$ cat src/rtl/i2cseq_pkg.sv
package i2cseq_pkg;
    localparam int TXF_DEPTH = 8;
    localparam int RXF_DEPTH = 8;
    localparam int CNT_W     = 8;
    localparam int ST_W      = 14;
    localparam int CMD_GO    = 3;

    localparam logic [2:0] MD_HOLD = 3'd0;
    localparam logic [2:0] MD_AUTO = 3'd1;
    localparam logic [2:0] MD_SEQ  = 3'd2;

    localparam logic [1:0] OP_START = 2'd0;
    localparam logic [1:0] OP_STOP  = 2'd1;
    localparam logic [1:0] OP_WRITE = 2'd2;
    localparam logic [1:0] OP_READ  = 2'd3;

    localparam int ST_RXSVC    = 13;
    localparam int ST_TXSVC    = 12;
    localparam int ST_HOLDDONE = 11;
    localparam int ST_AUTODONE = 10;
    localparam int ST_STOPDONE = 9;
    localparam int ST_BADPARM  = 8;
    localparam int ST_ARB      = 6;
    localparam int ST_DNAK     = 5;
    localparam int ST_ANAK     = 4;

    typedef enum logic [3:0] {
        S_IDLE, S_START, S_ADR1, S_ADR2, S_TX, S_RSTART, S_RADR, S_RX, S_STOP
    } seq_state_e;

    function automatic logic is_ten_hdr(input logic [7:0] b);
        return b[7:3] == 5'b11110;
    endfunction

    function automatic logic params_ok(input logic [2:0] mode, input logic rd,
                                       input int tx, input int rx, input int depth);
        case (mode)
            MD_HOLD, MD_AUTO: return rd ? (rx != 0) : (tx != 0);
            MD_SEQ:           return !rd && tx != 0 && tx <= depth && rx != 0;
            default:          return 1'b0;
        endcase
    endfunction
endpackage

$ cat src/rtl/i2cseq_fifo.sv
module i2cseq_fifo #(
    parameter int W     = 8,
    parameter int DEPTH = 8
) (
    input  logic                         clk,
    input  logic                         rst,
    input  logic                         push,
    input  logic [W-1:0]                 wdata,
    input  logic                         pop,
    output logic [W-1:0]                 rdata,
    output logic [$clog2(DEPTH+1)-1:0]   level,
    output logic                         full,
    output logic                         empty
);
    localparam int PTR_W = (DEPTH > 1) ? $clog2(DEPTH) : 1;
    localparam int LVL_W = $clog2(DEPTH + 1);
    localparam logic [PTR_W-1:0] LAST_PTR = PTR_W'(DEPTH - 1);

    logic [W-1:0]     mem [DEPTH];
    logic [PTR_W-1:0] wr_ptr, rd_ptr;
    logic [LVL_W-1:0] cnt;
    logic             do_push, do_pop;

    assign full    = cnt == LVL_W'(DEPTH);
    assign empty   = cnt == '0;
    assign do_push = push && !full;
    assign do_pop  = pop && !empty;
    assign rdata   = mem[rd_ptr];
    assign level   = cnt;

    always_ff @(posedge clk) begin
        if (do_push) mem[wr_ptr] <= wdata;
    end

    always_ff @(posedge clk) begin
        if (rst) begin
            wr_ptr <= '0;
            rd_ptr <= '0;
            cnt    <= '0;
        end else begin
            if (do_push) wr_ptr <= (wr_ptr == LAST_PTR) ? '0 : wr_ptr + 1'b1;
            if (do_pop)  rd_ptr <= (rd_ptr == LAST_PTR) ? '0 : rd_ptr + 1'b1;
            cnt <= cnt + LVL_W'(do_push) - LVL_W'(do_pop);
        end
    end

    a_r11_no_overflow: assert property (@(posedge clk) disable iff (rst) push |-> !full);
    a_r11_no_underflow: assert property (@(posedge clk) disable iff (rst) pop |-> !empty);
endmodule

$ cat src/rtl/i2cseq_ctrl.sv
module i2cseq_ctrl
    import i2cseq_pkg::*;
#(
    parameter int TXD = TXF_DEPTH,
    parameter int CW  = CNT_W
) (
    input  logic            clk,
    input  logic            rst,
    input  logic            cmd_wr,
    input  logic [3:0]      cmd_wdata,
    input  logic [7:0]      hdr1,
    input  logic [7:0]      hdr2,
    input  logic [CW-1:0]   tx_count,
    input  logic [CW-1:0]   rx_count,
    input  logic            txf_empty,
    input  logic [7:0]      txf_head,
    input  logic            rxf_full,
    input  logic [ST_W-1:0] sts_clr,
    input  logic            be_done,
    input  logic            be_nak,
    input  logic            be_arb_lost,
    output logic            busy,
    output logic [2:0]      mode,
    output logic [CW-1:0]   tx_left,
    output logic [ST_W-1:0] flags,
    output logic            txf_pop,
    output logic            rxf_push,
    output logic            be_req,
    output logic [1:0]      be_op,
    output logic [7:0]      be_wdata,
    output logic            be_last
);
    seq_state_e      state, state_d;
    logic [2:0]      mode_d;
    logic            rd_q, rd_d, ten_q, ten_d, err_q, err_d, hs;
    logic [CW-1:0]   tx_left_d, rx_got, rx_got_d;
    logic [ST_W-1:0] set;

    // bus action request
    always_comb begin
        be_req   = 1'b0;
        be_op    = OP_START;
        be_wdata = '0;
        be_last  = 1'b0;
        case (state)
            S_START, S_RSTART: be_req = 1'b1;
            S_ADR1:   begin be_req = 1'b1; be_op = OP_WRITE; be_wdata = hdr1; end
            S_ADR2:   begin be_req = 1'b1; be_op = OP_WRITE; be_wdata = hdr2; end
            S_TX:     begin be_req = tx_left != '0 && !txf_empty; be_op = OP_WRITE; be_wdata = txf_head; end
            S_RADR:   begin be_req = 1'b1; be_op = OP_WRITE; be_wdata = {hdr1[7:1], 1'b1}; end
            S_RX: begin
                be_req  = rx_got < rx_count && !rxf_full;
                be_op   = OP_READ;
                be_last = ({1'b0, rx_got} + 1'b1) == {1'b0, rx_count};
            end
            S_STOP:   begin be_req = 1'b1; be_op = OP_STOP; end
            default: ;
        endcase
    end

    assign hs = be_req && be_done;

    // next state and status events
    always_comb begin
        state_d   = state;
        mode_d    = mode;
        rd_d      = rd_q;
        ten_d     = ten_q;
        err_d     = err_q;
        tx_left_d = tx_left;
        rx_got_d  = rx_got;
        set       = '0;
        txf_pop   = 1'b0;
        rxf_push  = 1'b0;
        if (state == S_IDLE) begin
            if (cmd_wr && cmd_wdata[CMD_GO]) begin
                if (params_ok(cmd_wdata[2:0], hdr1[0], int'(tx_count), int'(rx_count), TXD)) begin
                    state_d   = S_START;
                    mode_d    = cmd_wdata[2:0];
                    rd_d      = hdr1[0];
                    ten_d     = is_ten_hdr(hdr1);
                    err_d     = 1'b0;
                    tx_left_d = tx_count;
                    rx_got_d  = '0;
                end else begin
                    set[ST_BADPARM] = 1'b1;
                end
            end
        end else if (hs && be_arb_lost) begin
            set[ST_ARB] = 1'b1;
            state_d     = S_IDLE;
        end else begin
            case (state)
                S_START:  if (hs) state_d = S_ADR1;
                S_RSTART: if (hs) state_d = S_RADR;
                S_ADR1, S_ADR2, S_RADR: if (hs) begin
                    if (be_nak) begin
                        set[ST_ANAK] = 1'b1;
                        err_d        = 1'b1;
                        state_d      = S_STOP;
                    end else if (state == S_ADR1 && ten_q) state_d = S_ADR2;
                    else if (state == S_RADR || rd_q)      state_d = S_RX;
                    else                                   state_d = S_TX;
                end
                S_TX: begin
                    if (tx_left == '0) begin
                        if (mode == MD_SEQ) state_d = S_RSTART;
                        else if (mode == MD_HOLD) begin set[ST_HOLDDONE] = 1'b1; state_d = S_IDLE; end
                        else state_d = S_STOP;
                    end else if (hs) begin
                        txf_pop   = 1'b1;
                        tx_left_d = tx_left - 1'b1;
                        if (be_nak) begin
                            set[ST_DNAK] = 1'b1;
                            err_d        = 1'b1;
                            state_d      = S_STOP;
                        end
                    end
                end
                S_RX: begin
                    if (rx_got >= rx_count) begin
                        if (mode == MD_HOLD) begin set[ST_HOLDDONE] = 1'b1; state_d = S_IDLE; end
                        else state_d = S_STOP;
                    end else if (hs) begin
                        rxf_push = 1'b1;
                        rx_got_d = rx_got + 1'b1;
                    end
                end
                S_STOP: if (hs) begin
                    if (!err_q) begin
                        set[ST_STOPDONE] = 1'b1;
                        set[ST_AUTODONE] = 1'b1;
                    end
                    state_d = S_IDLE;
                end
                default: state_d = S_IDLE;
            endcase
        end
    end

    always_ff @(posedge clk) begin
        if (rst) begin
            state   <= S_IDLE;
            mode    <= MD_HOLD;
            rd_q    <= 1'b0;
            ten_q   <= 1'b0;
            err_q   <= 1'b0;
            tx_left <= '0;
            rx_got  <= '0;
            flags   <= '0;
        end else begin
            state   <= state_d;
            mode    <= mode_d;
            rd_q    <= rd_d;
            ten_q   <= ten_d;
            err_q   <= err_d;
            tx_left <= tx_left_d;
            rx_got  <= rx_got_d;
            flags   <= (flags & ~sts_clr) | set;
        end
    end

    assign busy = state != S_IDLE;

    a_r2_req_held: assert property (@(posedge clk) disable iff (rst)
        be_req && !be_done && be_op != OP_READ |=> be_req && $stable(be_op) && $stable(be_wdata));
    a_r9_arb_to_idle: assert property (@(posedge clk) disable iff (rst)
        be_req && be_done && be_arb_lost |=> !busy);
    a_r8_nak_then_stop: assert property (@(posedge clk) disable iff (rst)
        be_req && be_done && be_nak && !be_arb_lost && be_op == OP_WRITE |=> be_req && be_op == OP_STOP);
    a_r4_hold_no_stop: assert property (@(posedge clk) disable iff (rst)
        busy && mode == MD_HOLD && !err_q |-> !(be_req && be_op == OP_STOP));
    a_r10_bad_while_idle: assert property (@(posedge clk) disable iff (rst)
        $rose(flags[ST_BADPARM]) |-> !busy);
    a_r3_done_while_idle: assert property (@(posedge clk) disable iff (rst)
        $rose(flags[ST_AUTODONE]) |-> !busy);
endmodule

$ cat src/rtl/i2cseq_top.sv
module i2cseq_top
    import i2cseq_pkg::*;
#(
    parameter int TXD = TXF_DEPTH,
    parameter int RXD = RXF_DEPTH,
    parameter int CW  = CNT_W
) (
    input  logic                       clk,
    input  logic                       rst,
    input  logic                       cmd_wr,
    input  logic [3:0]                 cmd_wdata,
    output logic [3:0]                 cmd_status,
    input  logic [7:0]                 hdr1,
    input  logic [7:0]                 hdr2,
    input  logic [CW-1:0]              tx_count,
    input  logic [CW-1:0]              rx_count,
    input  logic                       txf_push,
    input  logic [7:0]                 txf_wdata,
    output logic [$clog2(TXD+1)-1:0]   txf_level,
    input  logic                       rxf_pop,
    output logic [7:0]                 rxf_rdata,
    output logic [$clog2(RXD+1)-1:0]   rxf_level,
    input  logic [ST_W-1:0]            sts_clr,
    output logic [ST_W-1:0]            status,
    output logic                       be_req,
    output logic [1:0]                 be_op,
    output logic [7:0]                 be_wdata,
    output logic                       be_last,
    input  logic                       be_done,
    input  logic [7:0]                 be_rdata,
    input  logic                       be_nak,
    input  logic                       be_arb_lost
);
    logic            txf_full, txf_empty, txf_pop, rxf_full, rxf_empty, rxf_push, busy;
    logic [7:0]      txf_head;
    logic [2:0]      mode;
    logic [CW-1:0]   tx_left;
    logic [ST_W-1:0] flags;

    i2cseq_fifo #(.W(8), .DEPTH(TXD)) u_txf (
        .clk(clk), .rst(rst), .push(txf_push), .wdata(txf_wdata), .pop(txf_pop),
        .rdata(txf_head), .level(txf_level), .full(txf_full), .empty(txf_empty));

    i2cseq_fifo #(.W(8), .DEPTH(RXD)) u_rxf (
        .clk(clk), .rst(rst), .push(rxf_push), .wdata(be_rdata), .pop(rxf_pop),
        .rdata(rxf_rdata), .level(rxf_level), .full(rxf_full), .empty(rxf_empty));

    i2cseq_ctrl #(.TXD(TXD), .CW(CW)) u_ctrl (
        .clk(clk), .rst(rst), .cmd_wr(cmd_wr), .cmd_wdata(cmd_wdata),
        .hdr1(hdr1), .hdr2(hdr2), .tx_count(tx_count), .rx_count(rx_count),
        .txf_empty(txf_empty), .txf_head(txf_head), .rxf_full(rxf_full),
        .sts_clr(sts_clr), .be_done(be_done), .be_nak(be_nak), .be_arb_lost(be_arb_lost),
        .busy(busy), .mode(mode), .tx_left(tx_left), .flags(flags),
        .txf_pop(txf_pop), .rxf_push(rxf_push), .be_req(be_req), .be_op(be_op),
        .be_wdata(be_wdata), .be_last(be_last));

    assign cmd_status = {busy, mode};

    always_comb begin
        status           = flags;
        status[ST_RXSVC] = !rxf_empty;
        status[ST_TXSVC] = busy && !txf_full && (int'(tx_left) > int'(txf_level));
    end
endmodule

$ cat config.mk
export PLATFORM = sky130hd
export DESIGN_NAME = i2cseq_top
export DESIGN_NICKNAME = d
export VERILOG_FILES = /design/src/rtl/i2cseq_pkg.sv /design/src/rtl/i2cseq_fifo.sv /design/src/rtl/i2cseq_ctrl.sv /design/src/rtl/i2cseq_top.sv
export SDC_FILE = /design/constraint.sdc
export NUM_CORES = 1
export LEC_CHECK = 0
export BUFFER_PORTS_ARGS = -buffer_cell sky130_fd_sc_hd__buf_2
export CORE_MARGIN = 2
export CORE_UTILIZATION = 55
export DETAILED_ROUTE_END_ITERATION = 16
export HOLD_SLACK_MARGIN = 0.08
export PLACE_DENSITY = 0.89
export SETUP_SLACK_MARGIN = 0.05
export SLEW_MARGIN = 20
export SYNTH_ARGS = -nofsm -noshare
export SYNTH_HDL_FRONTEND = slang
export SYNTH_SLANG_ARGS = --single-unit
export TNS_END_PERCENT = 20
$ cat constraint.sdc
create_clock -name clk -period 7.77 [get_ports clk]
set_input_delay 0.777 -clock clk [delete_from_list [all_inputs] [get_ports clk]]
set_output_delay 0.777 -clock clk [all_outputs]
set_load 0.01 [all_outputs]
# == Word-level counts from Yosys, hierarchy flattened ==
# Memory sizes are Yosys's and may differ from the RTL's. A register that Yosys moved wholly into a read port is not among the register bits.
# Cells that the tools add are included.
# totals
reg_bits,60
ram_bits,128
elab_cells,200
mem_count,2
# op_classes
add_sub_neg,11
order_cmp,4
eq_ne,32
muxes,90
bitwise,3
n_reduce_logical,44
# mem_list
memory,depth,width,rd,rd_clocked_by_memory_dff,wr,line_no,source
u_rxf.mem,8,8,1,1,1,i2cseq_fifo.sv:19,logic [W-1:0] mem [DEPTH];
u_txf.mem,8,8,1,1,1,i2cseq_fifo.sv:19,
# ops
operator,n
$mux 8,14
$mux 4,15
$mux 1,37
$mux 3,12
$pmux 8 s4,1
$pmux 4 s6,1
$reduce_bool 8->1,3
$ne 4x1->1 const B,5
$eq 4x3->1 const B,4
$logic_and 1x1->1,15
$and 14x14->14,1
$not 14->14,1
$or 14x12->14,1
$add 3x1->3 const B,4
$eq 3x3->1 const B,4
$eq 4x4->1 const B,3
$logic_not 4->1,3
$reduce_and 6->1,2
$mux 2,5
$add 8x1->9 const B,1
$eq 9x8->1,1
$reduce_and 9->1,1
$add 4x1->4,2
$add 8x1->8 const B,1
other kinds (32),47

# == Depth between registers and ports, before layout ==
# Gate-level depths: netlist of the first run.
# logic_depth
ltp_word,13
ltp_mapped,15
depth_no_buf,14

# == By module ==
# A second synthesis of the first run with hierarchy kept.
# hier_totals
cells_unflattened,724
area_unflattened_um2,9318.9
# modules_own_cells
mod,instances,cells_per_inst,area_per_inst_um2,seq_area_each_um2
i2cseq_fifo,2,172,3161.8,2182.1
i2cseq_ctrl,1,362,2862.7,800.8
i2cseq_top,1,18,132.6,0.0

# == Worst setup path after synthesis of the first run ==
# OpenSTA, ideal clock, no wires.
# synth_path
kind,input -> register
from,input port rx_count[5]
to,"memory u_rxf.mem[2][0], enable pin"
setup_ps,398
arrival_time_ps,3134
required_ps,7372
path_slack_ps,4239
cell_stages,9
path_cell_list,inv_1 -> ha_1 -> a211o_1 -> a21oi_1 -> o31a_1 -> nand2_1 -> nor2_1 -> nand2_2 -> nor4b_1
# synth_between
elab_chain_len,12
elab_cells_between_ends,14
# synth_lines
item,line_no,source
"start, declared",i2cseq_top.sv:16,"input logic [CW-1:0] rx_count,"
$lt 8x8->1,i2cseq_ctrl.sv:52,be_req = rx_got < rx_count && !rxf_full;
$logic_and 1x1->1,i2cseq_ctrl.sv:52,
$pmux 1 s3,i2cseq_ctrl.sv:45,case (state)
$logic_and 1x1->1,i2cseq_ctrl.sv:61,assign hs = be_req && be_done;
$mux 1,i2cseq_ctrl.sv:124,end else if (hs) begin
$mux 1,i2cseq_ctrl.sv:121,if (rx_got >= rx_count) begin
$mux 1,i2cseq_ctrl.sv:93,case (state)
$mux 1 (*),i2cseq_ctrl.sv:89,end else if (hs && be_arb_lost) begin
$mux 1 (*),i2cseq_ctrl.sv:75,if (state == S_IDLE) begin
$logic_and 1x1->1 (*),i2cseq_fifo.sv:26,assign do_push = push && !full;
$mux 1 (*),i2cseq_fifo.sv:32,if (do_push) mem[wr_ptr] <= wdata;
$mux 1 (not written as such) (*),i2cseq_fifo.sv:32,
"end, declared",i2cseq_fifo.sv:19,
# Every way passes the cells marked *; elsewhere a longest branch is shown, timed or not.

# == Worst setup path after layout of the first run ==
# layout_path
from,register u_ctrl.state[2]
to,"memory u_rxf.mem[7][7], enable pin"
# layout_between
elab_chain_len,12
elab_cells_between_ends,21
# layout_lines
item,line_no,source
"start, declared",i2cseq_ctrl.sv:33,"seq_state_e state, state_d;"
"start signal, assigned",i2cseq_ctrl.sv:152,state <= state_d;
$eq 4x1->1 (tied with other cells),i2cseq_ctrl.sv:45,
$reduce_or 6->1 (no line),--,
$pmux 1 s3,i2cseq_ctrl.sv:45,
$logic_and 1x1->1,i2cseq_ctrl.sv:61,
$mux 1,i2cseq_ctrl.sv:124,
$mux 1,i2cseq_ctrl.sv:121,
$mux 1,i2cseq_ctrl.sv:93,
$mux 1,i2cseq_ctrl.sv:89,
$mux 1 (*),i2cseq_ctrl.sv:75,
$logic_and 1x1->1 (*),i2cseq_fifo.sv:26,
$mux 1 (*),i2cseq_fifo.sv:32,
$mux 1 (not written as such) (*),i2cseq_fifo.sv:32,
# Marks and branches as above.

==> run summary, run 1 <==
======================================================================================
Run status                                                                finished clean
Number of synthesis warnings                                                         0
Share of total power in combinational logic                                      0.208
RSZ-0062 raised after global routing                                                no
Final hold violations                                                                0
Register area share after synthesis                                             0.5687
Total global-route track usage                                                  0.2256
Die footprint                                                             0.01743 sq mm
Register share of total power                                                    0.462
Total congestion overflow                                                            0
ANT cells                                                                            0
Post-layout utilization of the core                                             0.6522
Leakage power of the design                                                0.003855 uW
Area Growth Syn to Fin                                                          15.37%
Post-synth ARST share                                                                0
DPL Wire Length                                                              13,160 um
Number of antenna violations at the first check in global routing                    1
Post-Synthesis Cells                                                               695
Bufs on Longest Clock Path                                                           2
First-pass GRT wire length                                                   30,750 um
Number of detailed-route iterations in the first pass                                7
CTS H-tree depth                                                                     4
Power density over the cells                                              247.7 mW/mm^2
Total Negative Setup Slacks                                                       0 ns
Die boundary height                                                           132.0 um
Drt initial violations                                                             486
Critical Path End Type                                                        register
Overall Power                                                                  2575 uW
Commonest non-fill, non-tap cells in the layout                           128 x sky130_fd_sc_hd__edfxtp_1, 116 x sky130_fd_sc_hd__buf_2, 62 x sky130_fd_sc_hd__dfxtp_1
Switching fraction of total power                                               0.2993
Crit path max fanout                                                                18
Part of the power in the clock network                                           0.331
CTS tree                                                                           yes
CTS hold repair buffers                                                              0
Count of flip-flops with a built-in enable after synthesis                         128
DR WL/cell                                                                    18.51 um
Weighted congestion reported at the end of routability-driven placement         0.8347
Timing-limited maximum frequency                                             274.8 MHz
Worst-Skew Late Latency                                                        0.43 ns
Number of unique standard cell types used by synthesis                              71
Mean cell area of the mapped netlist                                       12.97 sq um
Number of fillers in the final layout                                            1,173
Clock slew at reported path FFs                                                0.07 ns
# setup viols final                                                                  0
Max VDD drop                                                                 0.1677 mV
Core area                                                                 0.01594 sq mm
Proportion of layout cells with a drive suffix above 1                          0.2795
Internal Power                                                                 1804 uW
Vias                                                                             6,096
Prevailing post-synth register cell                                       sky130_fd_sc_hd__edfxtp_1
Post-synthesis sequential element count                                            192
Antenna viol nets, final                                                             0
Residual DRC                                                                         0
Drt via density                                                                  5.867
Max-cap check violation count                                                        0
Cells resized by post-CTS repair                                                     0
WS Path Type                                                              register to register
Number of sinks on the clock net                                                   192
Period utilization                                                              0.4683
Vias in the first global route                                                   6,000
Arrival time of data at the critical path endpoint                             3.70 ns
HP Class                                                                  register to register
Largest net degree at the start of global routing                                   56
Worst endpoint required time                                                   7.83 ns
Maximum clock skew at final layout                                         0.008757 ns
WL final                                                                     19,230 um
Count of input and output buffers                                                  117
Element type at the critical path start                                       register
Syn Std Cell Area                                                         0.009012 sq mm
Slew HR                                                                         0.3085
Period minus WS final                                                         3.639 ns
Net count after synthesis                                                          805
Final #Nets                                                                        920
Commonest non-fill, non-tap cell in the layout                            sky130_fd_sc_hd__edfxtp_1
Slew Viols, Final                                                                    0
Core Rows                                                                           46
CTS Root Buffer Type                                                      sky130_fd_sc_hd__clkbuf_16
Die X                                                                         132.0 um
Transition time at the pin with the least slew margin                         1.037 ns
Switch Pwr                                                                    770.8 uW
Total CTS buffers                                                                   17
Top Ports                                                                          120
Starting density of the core                                                    0.5653
Post-CTS setup buffers                                                               0
======================================================================================
-- cells by family (layout without fill, tap and decap cells) --
family,Yosys count,after routing,share of synthesized area
compound gates,130,130,0.1033
xor+xnor,17,17,0.01652
fa+ha+maj,36,36,0.05165
buf+inv,72,200,0.03359
flops,192,192,0.5687
mux,59,59,0.1115
simple gates,189,189,0.1148
-- Yosys cell counts, types with 4 or more instances --
cell type	instances	area (sq um)
sky130_fd_sc_hd__nor2b_1	8	50.05
sky130_fd_sc_hd__o21ai_1	4	20.02
sky130_fd_sc_hd__nor3_1	19	95.09
sky130_fd_sc_hd__a22oi_1	8	60.06
sky130_fd_sc_hd__xor2_1	6	52.55
sky130_fd_sc_hd__mux2i_1	16	160.2
sky130_fd_sc_hd__o32ai_2	4	65.06
sky130_fd_sc_hd__mux4_2	32	720.7
sky130_fd_sc_hd__buf_1	6	22.52
sky130_fd_sc_hd__a31oi_1	8	50.05
sky130_fd_sc_hd__nand4_1	6	37.54
sky130_fd_sc_hd__o22ai_1	10	62.56
sky130_fd_sc_hd__inv_1	37	138.9
sky130_fd_sc_hd__clkbuf_1	18	67.56
sky130_fd_sc_hd__nand3_1	12	60.06
sky130_fd_sc_hd__or3_1	7	43.79
sky130_fd_sc_hd__dfxtp_1	64	1281
sky130_fd_sc_hd__buf_2	5	25.02
sky130_fd_sc_hd__o21ai_2	4	35.03
sky130_fd_sc_hd__nor3b_1	12	90.09
sky130_fd_sc_hd__edfxtp_1	128	3844
sky130_fd_sc_hd__a21oi_1	42	210.2
sky130_fd_sc_hd__mux2_2	9	101.4
sky130_fd_sc_hd__xnor2_1	11	96.34
sky130_fd_sc_hd__nor4_1	6	37.54
sky130_fd_sc_hd__nor2_1	49	183.9
sky130_fd_sc_hd__nand2_1	35	131.4
sky130_fd_sc_hd__nand2b_1	14	87.58
sky130_fd_sc_hd__o21ai_0	18	90.09
sky130_fd_sc_hd__ha_1	34	425.4
-- area by class of cell --
type	instances	area (sq um)	share of cell area
tap	216	270.3	0.02599
clock inverter	15	161.4	0.01552
timing repair buffer	130	685.7	0.06594
clock buffer	17	425.4	0.04091
sequential	192	5127	0.4931
inverter	38	142.6	0.01372
multi-input combinational	431	3585	0.3448
-- power groups by stage --
stage / Combinational, uW / Sequential, uW / Clock (uW)
floorplan: 398 / 1190 / 0
global placement: 506 / 1210 / 0
detailed placement: 523 / 1210 / 0
CTS: 534 / 1190 / 861
global route: 587 / 1200 / 899
finish: 535 / 1190 / 851
-- metal layers --
metal | GRT usage | wire length [um] | vias to the layer above
li1 | - | - | 2873
met1 | 0.2763 | 7865 | 2985
met2 | 0.3909 | 9941 | 201
met3 | 0.05075 | 1034 | 35
met4 | 0.08635 | 373 | 2
met5 | 0 | 13 | -
-- sequential cells by signal, indices dropped and copies added (netlist names), 4 cells and up, named ones only --
| name | cells |
|---|---|
| u_ctrl.tx_left | 8 |
| u_rxf.mem | 64 |
| u_txf.mem | 64 |
| u_ctrl.rx_got | 8 |
| u_txf.level | 4 |
| u_ctrl.flags | 12 |
| u_rxf.level | 4 |
| u_ctrl.state | 4 |
-- worst paths after layout --
| kind | from | end | slack (ns) | cells after the start |
|---|---|---|---|---|
| worst max-delay path | u_ctrl.state[2] | u_rxf.mem[7][7] | 4.13 | 9 |
| worst min-delay path | u_ctrl.flags[1] | u_ctrl.flags[1] | 0.47 | 1 |
| worst max register to register | u_ctrl.state[2] | u_rxf.mem[7][7] | 4.13 | 9 |
| worst min register to register | u_ctrl.flags[1] | u_ctrl.flags[1] | 0.47 | 1 |
-- stage by stage --
stage / worst slack [ns] / area, sq um / hold WS (ns) / cells
floorplan: 4.239 / 9012 / 0.4541 / 695
global route: 3.849 / 10400 / 0.4904 / 1039
global placement: 3.934 / 9806 / 0.4563 / 1007
detailed placement: 3.860 / 9806 / 0.4597 / 1007
finish: 4.131 / 10400 / 0.4672 / 1039
CTS: 4.152 / 10390 / 0.4698 / 1039
-- worst max-delay path, stage by stage (launching register included) --
cell                      delay, ns
sky130_fd_sc_hd__dfxtp_1       0.72
sky130_fd_sc_hd__or4b_4        0.67
sky130_fd_sc_hd__a21oi_4       0.26
sky130_fd_sc_hd__a21oi_2       0.14
sky130_fd_sc_hd__o22a_4        0.29
sky130_fd_sc_hd__nor2_8        0.12
sky130_fd_sc_hd__nand2_2       0.11
sky130_fd_sc_hd__inv_2         0.20
sky130_fd_sc_hd__nand2_1       0.15
sky130_fd_sc_hd__nor2_1        0.60
No activity file was read; power rests on OpenSTA's default activity.
==> run 2: changes to the inputs <==
--- a/config.mk
+++ b/config.mk
@@ -7,10 +7,10 @@
 export LEC_CHECK = 0
 export BUFFER_PORTS_ARGS = -buffer_cell sky130_fd_sc_hd__buf_2
 export CORE_MARGIN = 2
-export CORE_UTILIZATION = 55
+export CORE_UTILIZATION = 52
 export DETAILED_ROUTE_END_ITERATION = 16
 export HOLD_SLACK_MARGIN = 0.08
-export PLACE_DENSITY = 0.89
+export PLACE_DENSITY = 0.88
 export SETUP_SLACK_MARGIN = 0.05
 export SLEW_MARGIN = 20
 export SYNTH_ARGS = -nofsm -noshare
==> constraint.sdc (replaced) <==
create_clock -name clk -period 3.3 [get_ports clk]
set_input_delay 0.33 -clock clk [delete_from_list [all_inputs] [get_ports clk]]
set_output_delay 0.33 -clock clk [all_outputs]
set_load 0.01 [all_outputs]
==> run summary, run 2 (synthesized netlist as in run 1, its figures left out) <==
======================================================================================
Worst-Skew Late Latency                                                        0.44 ns   about the same
Period utilization                                                              0.9263   +0.4580
Instance count after placement with tap cells included                           1,034   +2.7%
Setup crit start                                                          u_ctrl.state[3]
Max-cap check violation count                                                        0   unchanged
# setup viols final                                                                  0   unchanged
CTS Root Buffer Type                                                      sky130_fd_sc_hd__clkbuf_16
Area Growth Syn to Fin                                                          18.27%
Hold path endpoint                                                        u_txf.mem[6][1]
Critical Path End Type                                                        register
Power density over the cells                                              585.0 mW/mm^2   +140%
Core Rows                                                                           48   +4.3%
Leading registers by flop count                                           u_rxf.mem x64, u_txf.mem x64, u_ctrl.flags x12
Crit path max fanout                                                                11   -7
Element type at the critical path start                                       register
Bufs on Longest Clock Path                                                           2   unchanged
Post-layout utilization of the core                                             0.6227   -0.02944
CTS tree                                                                           yes
Leakage power of the design                                                0.004008 uW   +4.0%
Transition time at the pin with the least slew margin                        0.8249 ns   -0.2123 ns
Residual DRC                                                                         0   unchanged
Period minus WS final                                                         3.057 ns   -0.5819 ns
Final #Nets                                                                        944   +2.6%
Total congestion overflow                                                            0   unchanged
Starting density of the core                                                    0.5265   -0.03876
Clock slew at reported path FFs                                                0.08 ns   about the same
Max VDD drop                                                                 0.3894 mV   +130%
WL final                                                                     19,700 um   +2.5%
CTS H-tree depth                                                                     4   unchanged
DPL Wire Length                                                              13,850 um   +5.3%
Commonest non-fill, non-tap cell in the layout                            sky130_fd_sc_hd__edfxtp_1
FF-to-FF path depth                                                                 12   +3
Largest net degree at the start of global routing                                   30   -46%
WS Path Type                                                              register to register
Top Ports                                                                          120   unchanged
Worst endpoint required time                                                   3.61 ns   -4.22 ns
Worst setup timing slack at the placement stage                              0.1292 ns   -3.731 ns
Run status                                                                finished clean
Number of antenna violations at the first check in global routing                    1   unchanged
Total Negative Setup Slacks                                                       0 ns   unchanged
Antenna viol nets, final                                                             0   unchanged
Die X                                                                         135.7 um   +2.8%
Die boundary height                                                           135.7 um   +2.8%
First-pass GRT wire length                                                   30,910 um   +0.49%
Arrival time of data at the critical path endpoint                             3.36 ns   -0.34 ns
Final hold violations                                                                0   unchanged
Count of input and output buffers                                                  117   unchanged
Count of placed standard cells in the final layout, fillers left out             1,073   +3.3%
HP Class                                                                  primary input to register
Drt initial violations                                                             461   -5.1%
Core area                                                                 0.01712 sq mm   +7.4%
Commonest non-fill, non-tap cells in the layout                           128 x sky130_fd_sc_hd__edfxtp_1, 117 x sky130_fd_sc_hd__buf_2, 63 x sky130_fd_sc_hd__dfxtp_1
Setup slack on the worst flop-to-flop path                                     0.24 ns   -3.89 ns
Vias                                                                             6,161   +1.1%
Launch point of the worst reg-to-reg path                                 u_ctrl.state[3]
Maximum clock skew at final layout                                          0.01321 ns   +0.004452 ns
Reg-to-Reg End                                                            u_rxf.level[2]
Number of detailed-route iterations in the first pass                                5   -2
Vias in the first global route                                                   6,074   +1.2%
Total global-route track usage                                                  0.2201   -0.005535
DR WL/cell                                                                    18.36 um   -0.79%
Slew HR                                                                         0.4359   +0.1273
Number of sinks on the clock net                                                   192   unchanged
Drt via density                                                                  5.742   -2.1%
Total CTS buffers                                                                   17   unchanged
Slew Viols, Final                                                                    0   unchanged
RSZ-0062 raised after global routing                                               yes
Number of fillers in the final layout                                            1,276   +8.8%
Least setup slack across all paths after layout                              0.2432 ns   -3.888 ns
WHS Path Cells                                                                       1   unchanged
Hold path startpoint                                                      txf_wdata[1]
Proportion of layout cells with a drive suffix above 1                          0.2940   +0.01451
Timing-limited maximum frequency                                             327.1 MHz   +19%
Die footprint                                                             0.01840 sq mm   +5.6%
Weighted congestion reported at the end of routability-driven placement         0.9295   +11%
======================================================================================
==> run 2: cell count changes in the layout (fill, tap and decap cells not counted), moves of 2 or more <==
| cell | change |
|---|---|
| sky130_fd_sc_hd__dlygate4sd3_1 | +5 |
| sky130_fd_sc_hd__clkinvlp_4 | -4 |
| sky130_fd_sc_hd__inv_12 | +4 |
| sky130_fd_sc_hd__clkinv_4 | -2 |
| sky130_fd_sc_hd__clkinv_8 | +3 |
| sky130_fd_sc_hd__buf_4 | +18 |
==> run 2: worst max-delay path, cell delays in order (launching register included) <==
cell	delay (ns)
sky130_fd_sc_hd__dfxtp_1	0.42
sky130_fd_sc_hd__or4b_4	0.62
sky130_fd_sc_hd__a21oi_4	0.23
sky130_fd_sc_hd__a21oi_2	0.12
sky130_fd_sc_hd__o22a_4	0.29
sky130_fd_sc_hd__nor2_8	0.12
sky130_fd_sc_hd__nand2_2	0.11
sky130_fd_sc_hd__inv_2	0.14
sky130_fd_sc_hd__ha_1	0.21
sky130_fd_sc_hd__inv_1	0.06
sky130_fd_sc_hd__fa_1	0.37
sky130_fd_sc_hd__xor2_1	0.16
sky130_fd_sc_hd__nor2_1	0.05
==> run 2: through the flow <==
step                      hold slack (ns)  cell area (sq um)  power (uW)
after floorplan                    0.4061               9012        3729
after global placement             0.4574               9952        4064
after detailed placement           0.4621               9952        4131
after CTS                          0.1285              10640        6270
after global routing               0.1513              10660        6507
final                              0.1427              10660        6236
==> run 2: worst max-delay path by stage <==
stage	end	slack [ns]	depth (start not counted)
CTS	u_rxf.level[2]	0.12	12
floorplan	u_rxf.mem[2][0]	0.18	8
global route	u_rxf.level[3]	0.03	14
detailed placement	u_rxf.level[2]	0.13	15
finish	u_rxf.level[2]	0.24	12
global placement	u_rxf.level[2]	0.21	15
==> run 2: power by group <==
part	internal, uW	leakage, uW	switching, uW
sequential	2660	0.00167	91.1
clock	1060	0.000309	1070
combinational	597	0.00202	753
==> run 2: area by class of cell <==
type                    instances  area [sq um]  share of cell area
flip-flops and latches        192          5126              0.4809
multi-input cells             431          3588              0.3367
repair buffers                154         875.8             0.08217
clock buffers                  17         425.4             0.03991
well taps                     225         281.5             0.02641
clock inverters                15         216.5             0.02031
inverters                      38         142.6             0.01338
diodes                          1         2.502           0.0002348
==> run 2: timing repair <==
| item | 4_1_cts | 5_1_grt |
|---|---|---|
| endpoints found under the hold margin | 5 | 0 |
| resized for setup | 0 | 2 |
| hold buffers | 5 | 0 |
| setup buffers | 0 | 1 |
| setup endpoints to repair | 0 | 19 |
==> run 2: metal layers <==
metal | GRT usage | vias to the layer above | wire [um]
met3 | 0.04078 | 20 | 928
met5 | 0 | - | 0
met1 | 0.2670 | 3031 | 8103
li1 | - | 2923 | -
met4 | 0.07465 | 0 | 245
met2 | 0.3945 | 187 | 10420
==> run 3: changes to the inputs <==
--- a/config.mk
+++ b/config.mk
@@ -7,13 +7,15 @@
 export LEC_CHECK = 0
 export BUFFER_PORTS_ARGS = -buffer_cell sky130_fd_sc_hd__buf_2
 export CORE_MARGIN = 2
-export CORE_UTILIZATION = 52
+export CORE_UTILIZATION = 53
 export DETAILED_ROUTE_END_ITERATION = 16
 export HOLD_SLACK_MARGIN = 0.08
-export PLACE_DENSITY = 0.88
+export MAX_ROUTING_LAYER = met4
+export PLACE_DENSITY = 0.89
 export SETUP_SLACK_MARGIN = 0.05
 export SLEW_MARGIN = 20
 export SYNTH_ARGS = -nofsm -noshare
 export SYNTH_HDL_FRONTEND = slang
+export SYNTH_HIERARCHICAL = 1
 export SYNTH_SLANG_ARGS = --single-unit
 export TNS_END_PERCENT = 20
==> run summary, run 3 <==
======================================================================================
Run status                                                                finished clean
Worst endpoint required time                                                   3.61 ns   about the same
Slew HR                                                                         0.3896   -0.04628
Instance count after placement with tap cells included                           1,084   +4.8%
Least setup slack across all paths after layout                             0.08778 ns   -0.1554 ns
CTS H-tree depth                                                                     4   unchanged
Weighted congestion reported at the end of routability-driven placement         0.9031   -2.8%
WS Path Type                                                              register to register
CTS tree                                                                           yes
Area Growth Syn to Fin                                                          19.38%
Transition time at the pin with the least slew margin                        0.9122 ns   +0.08738 ns
Worst hold margin                                                            0.1545 ns   +0.01174 ns
Total Negative Setup Slacks                                                       0 ns   unchanged
Reg-to-Reg End                                                            u_txf/level[1]
Power density over the cells                                              518.8 mW/mm^2   -11%
Post-layout utilization of the core                                             0.6439   +0.02113
Setup slack on the worst flop-to-flop path                                     0.09 ns   -0.16 ns
Count of input and output buffers                                                  117   unchanged
Total global-route track usage                                                  0.2346   +0.01450
Total congestion overflow                                                            0   unchanged
RSZ-0062 raised after global routing                                               yes
Maximum clock skew at final layout                                          0.01276 ns   -0.0004476 ns
Crit path max fanout                                                                 4   -7
FF-to-FF path depth                                                                 15   +3
Global routing met2 resource utilization                                        0.3671   -0.02739
HP Class                                                                  primary input to register
Number of synthesis warnings                                                         6   +6
Busiest layer in global routing                                                   met2
WL final                                                                     20,790 um   +5.5%
Bufs on Longest Clock Path                                                           2   unchanged
Syn Std Cell Area                                                         0.009264 sq mm   +2.8%
Leading registers by flop count                                           u_rxf/mem x64, u_txf/mem x64, u_ctrl/flags x12
Worst setup timing slack at the placement stage                            -0.06238 ns   -0.1916 ns
Met3 Use GR                                                                    0.05481   +0.01403
Worst-Skew Late Latency                                                        0.44 ns   about the same
Residual DRC                                                                         0   unchanged
First-pass GRT wire length                                                   32,130 um   +4.0%
Core Rows                                                                           48   unchanged
Commonest non-fill, non-tap cell in the layout                            sky130_fd_sc_hd__edfxtp_1
Max VDD drop                                                                 0.3529 mV   -9.4%
Number of fillers in the final layout                                            1,239   -2.9%
Final #Nets                                                                        994   +5.3%
Commonest non-fill, non-tap cells in the layout                           128 x sky130_fd_sc_hd__edfxtp_1, 117 x sky130_fd_sc_hd__buf_2, 62 x sky130_fd_sc_hd__dfxtp_1
Antenna viol nets, final                                                             0   unchanged
Period utilization                                                              0.9734   +0.04711
ANT cells                                                                            0   -1
Leakage power of the design                                                0.004311 uW   +7.6%
DR WL/cell                                                                    18.53 um   +0.94%
Launch point of the worst reg-to-reg path                                 u_ctrl/tx_left[1]
CTS Root Buffer Type                                                      sky130_fd_sc_hd__clkbuf_16
Drt via density                                                                  5.989   +4.3%
Largest net degree at the start of global routing                                   38   +27%
Drt initial violations                                                             666   +44%
Hold path startpoint                                                      txf_wdata[1]
Count of placed standard cells in the final layout, fillers left out             1,122   +4.6%
Timing-limited maximum frequency                                             311.3 MHz   -4.8%
Hold path endpoint                                                        u_txf/mem[6][1]
Mean cell area of the mapped netlist                                       12.87 sq um   -0.78%
Period minus WS final                                                         3.212 ns   +0.1554 ns
Core area                                                                 0.01718 sq mm   +0.35%
Final hold violations                                                                0   unchanged
Max-cap check violation count                                                        0   unchanged
Die footprint                                                             0.01855 sq mm   +0.83%
Critical Path End Type                                                        register
WHS Path Cells                                                                       1   unchanged
Arrival time of data at the critical path endpoint                             3.53 ns   +0.17 ns
# setup viols final                                                                  0   unchanged
Vias                                                                             6,720   +9.1%
Number of antenna violations at the first check in global routing                    0   -1
Slew Viols, Final                                                                    0   unchanged
Net count after synthesis                                                          830   +3.1%
Proportion of layout cells with a drive suffix above 1                          0.2821   -0.01193
Number of detailed-route iterations in the first pass                                5   unchanged
Met1 Use GR                                                                     0.2963   +0.02924
Element type at the critical path start                                       register
Post-Synthesis Cells                                                               720   +3.6%
Total CTS buffers                                                                   17   unchanged
Top Ports                                                                          120   unchanged
Starting density of the core                                                    0.5393   +0.01280
Number of sinks on the clock net                                                   192   unchanged
Die boundary height                                                           136.2 um   +0.41%
Vias in the first global route                                                   6,317   +4.0%
Clock slew at reported path FFs                                                0.08 ns   about the same
Die X                                                                         136.2 um   +0.41%
DPL Wire Length                                                              14,750 um   +6.5%
======================================================================================
[run 3: changes by cell type in the layout (fill, tap and decap cells not counted), moves of 9 or more]
| cell | before | now |
|---|---|---|
| sky130_fd_sc_hd__nor2_1 | 49 | 38 |
| sky130_fd_sc_hd__mux2i_1 | 16 | 2 |
| sky130_fd_sc_hd__buf_4 | 32 | 53 |
| sky130_fd_sc_hd__mux4_1 | 0 | 32 |
| sky130_fd_sc_hd__a211oi_1 | 0 | 10 |
| sky130_fd_sc_hd__mux2_2 | 9 | 18 |
| sky130_fd_sc_hd__nand3_1 | 12 | 21 |
| sky130_fd_sc_hd__mux4_2 | 32 | 0 |
| sky130_fd_sc_hd__inv_1 | 37 | 52 |
[run 3: critical path, cell delays in order, from the launching register on]
cell and delay, ns:
sky130_fd_sc_hd__dfxtp_4 0.36, sky130_fd_sc_hd__inv_1 0.08, sky130_fd_sc_hd__ha_2 0.18, sky130_fd_sc_hd__or3b_4 0.40, sky130_fd_sc_hd__o211ai_1 0.30, sky130_fd_sc_hd__a21o_1 0.26, sky130_fd_sc_hd__o21ai_4 0.10, sky130_fd_sc_hd__and2_4 0.18
sky130_fd_sc_hd__inv_1 0.07, sky130_fd_sc_hd__nor2_2 0.05, sky130_fd_sc_hd__ha_1 0.27, sky130_fd_sc_hd__inv_1 0.06, sky130_fd_sc_hd__ha_2 0.17, sky130_fd_sc_hd__inv_1 0.06, sky130_fd_sc_hd__fa_2 0.51, sky130_fd_sc_hd__nor2_1 0.04
[run 3: what timing repair did]
item                                    4_1_cts  5_1_grt
endpoints found under the setup margin        0        5
setup buffers                                 0        1
resized for setup                             0       18
hold buffers                                  5        0
hold endpoints to repair                      5        0
[run 3: how the worst max path moves through the flow]
stage	startpoint	endpoint	slack, ns	cells past startpoint
floorplan	u_ctrl/rx_got[7]	u_rxf/level[2]	-0.04	15
global placement	rx_count[7]	u_txf/level[2]	0.02	17
detailed placement	rx_count[7]	u_txf/level[2]	-0.06	17
CTS	u_rxf/level[2]	u_txf/level[2]	0.07	16
global route	u_ctrl/tx_left[1]	u_txf/level[1]	0.01	15
finish	u_ctrl/tx_left[1]	u_txf/level[1]	0.09	15
[run 3: cell type report]
type	instances	area [sq um]	area share
inverter	54	202.7	0.01833
multi-input combinational	444	3805	0.3440
sequential	192	5130	0.4639
timing repair buffer	175	1033	0.09345
clock inverter	15	181.4	0.01640
clock buffer	17	425.4	0.03847
tap	225	281.5	0.02546
[run 3: power breakdown]
part	internal [uW]	leakage [uW]	switching (uW)
Combinational	445	0.00234	502
Clock	1030	0.000294	1010
Sequential	2660	0.00168	95.0
Total	4130	0.00431	1610
[run 3: stage by stage]
| stage | cell area (sq um) | total power (uW) |
|---|---|---|
| after floorplan | 9270 | 3388 |
| after global placement | 10350 | 3670 |
| after detailed placement | 10350 | 3720 |
| after CTS | 11010 | 5753 |
| after global routing | 11060 | 6002 |
| final | 11060 | 5738 |
[run 3: metal layers]
| layer | vias to the layer above | share of wire |
|---|---|---|
| li1 | 3134 | - |
| met1 | 3250 | 0.40 |
| met2 | 291 | 0.50 |
| met3 | 45 | 0.074 |
| met4 | 0 | 0.023 |
| met5 | - | 0 |
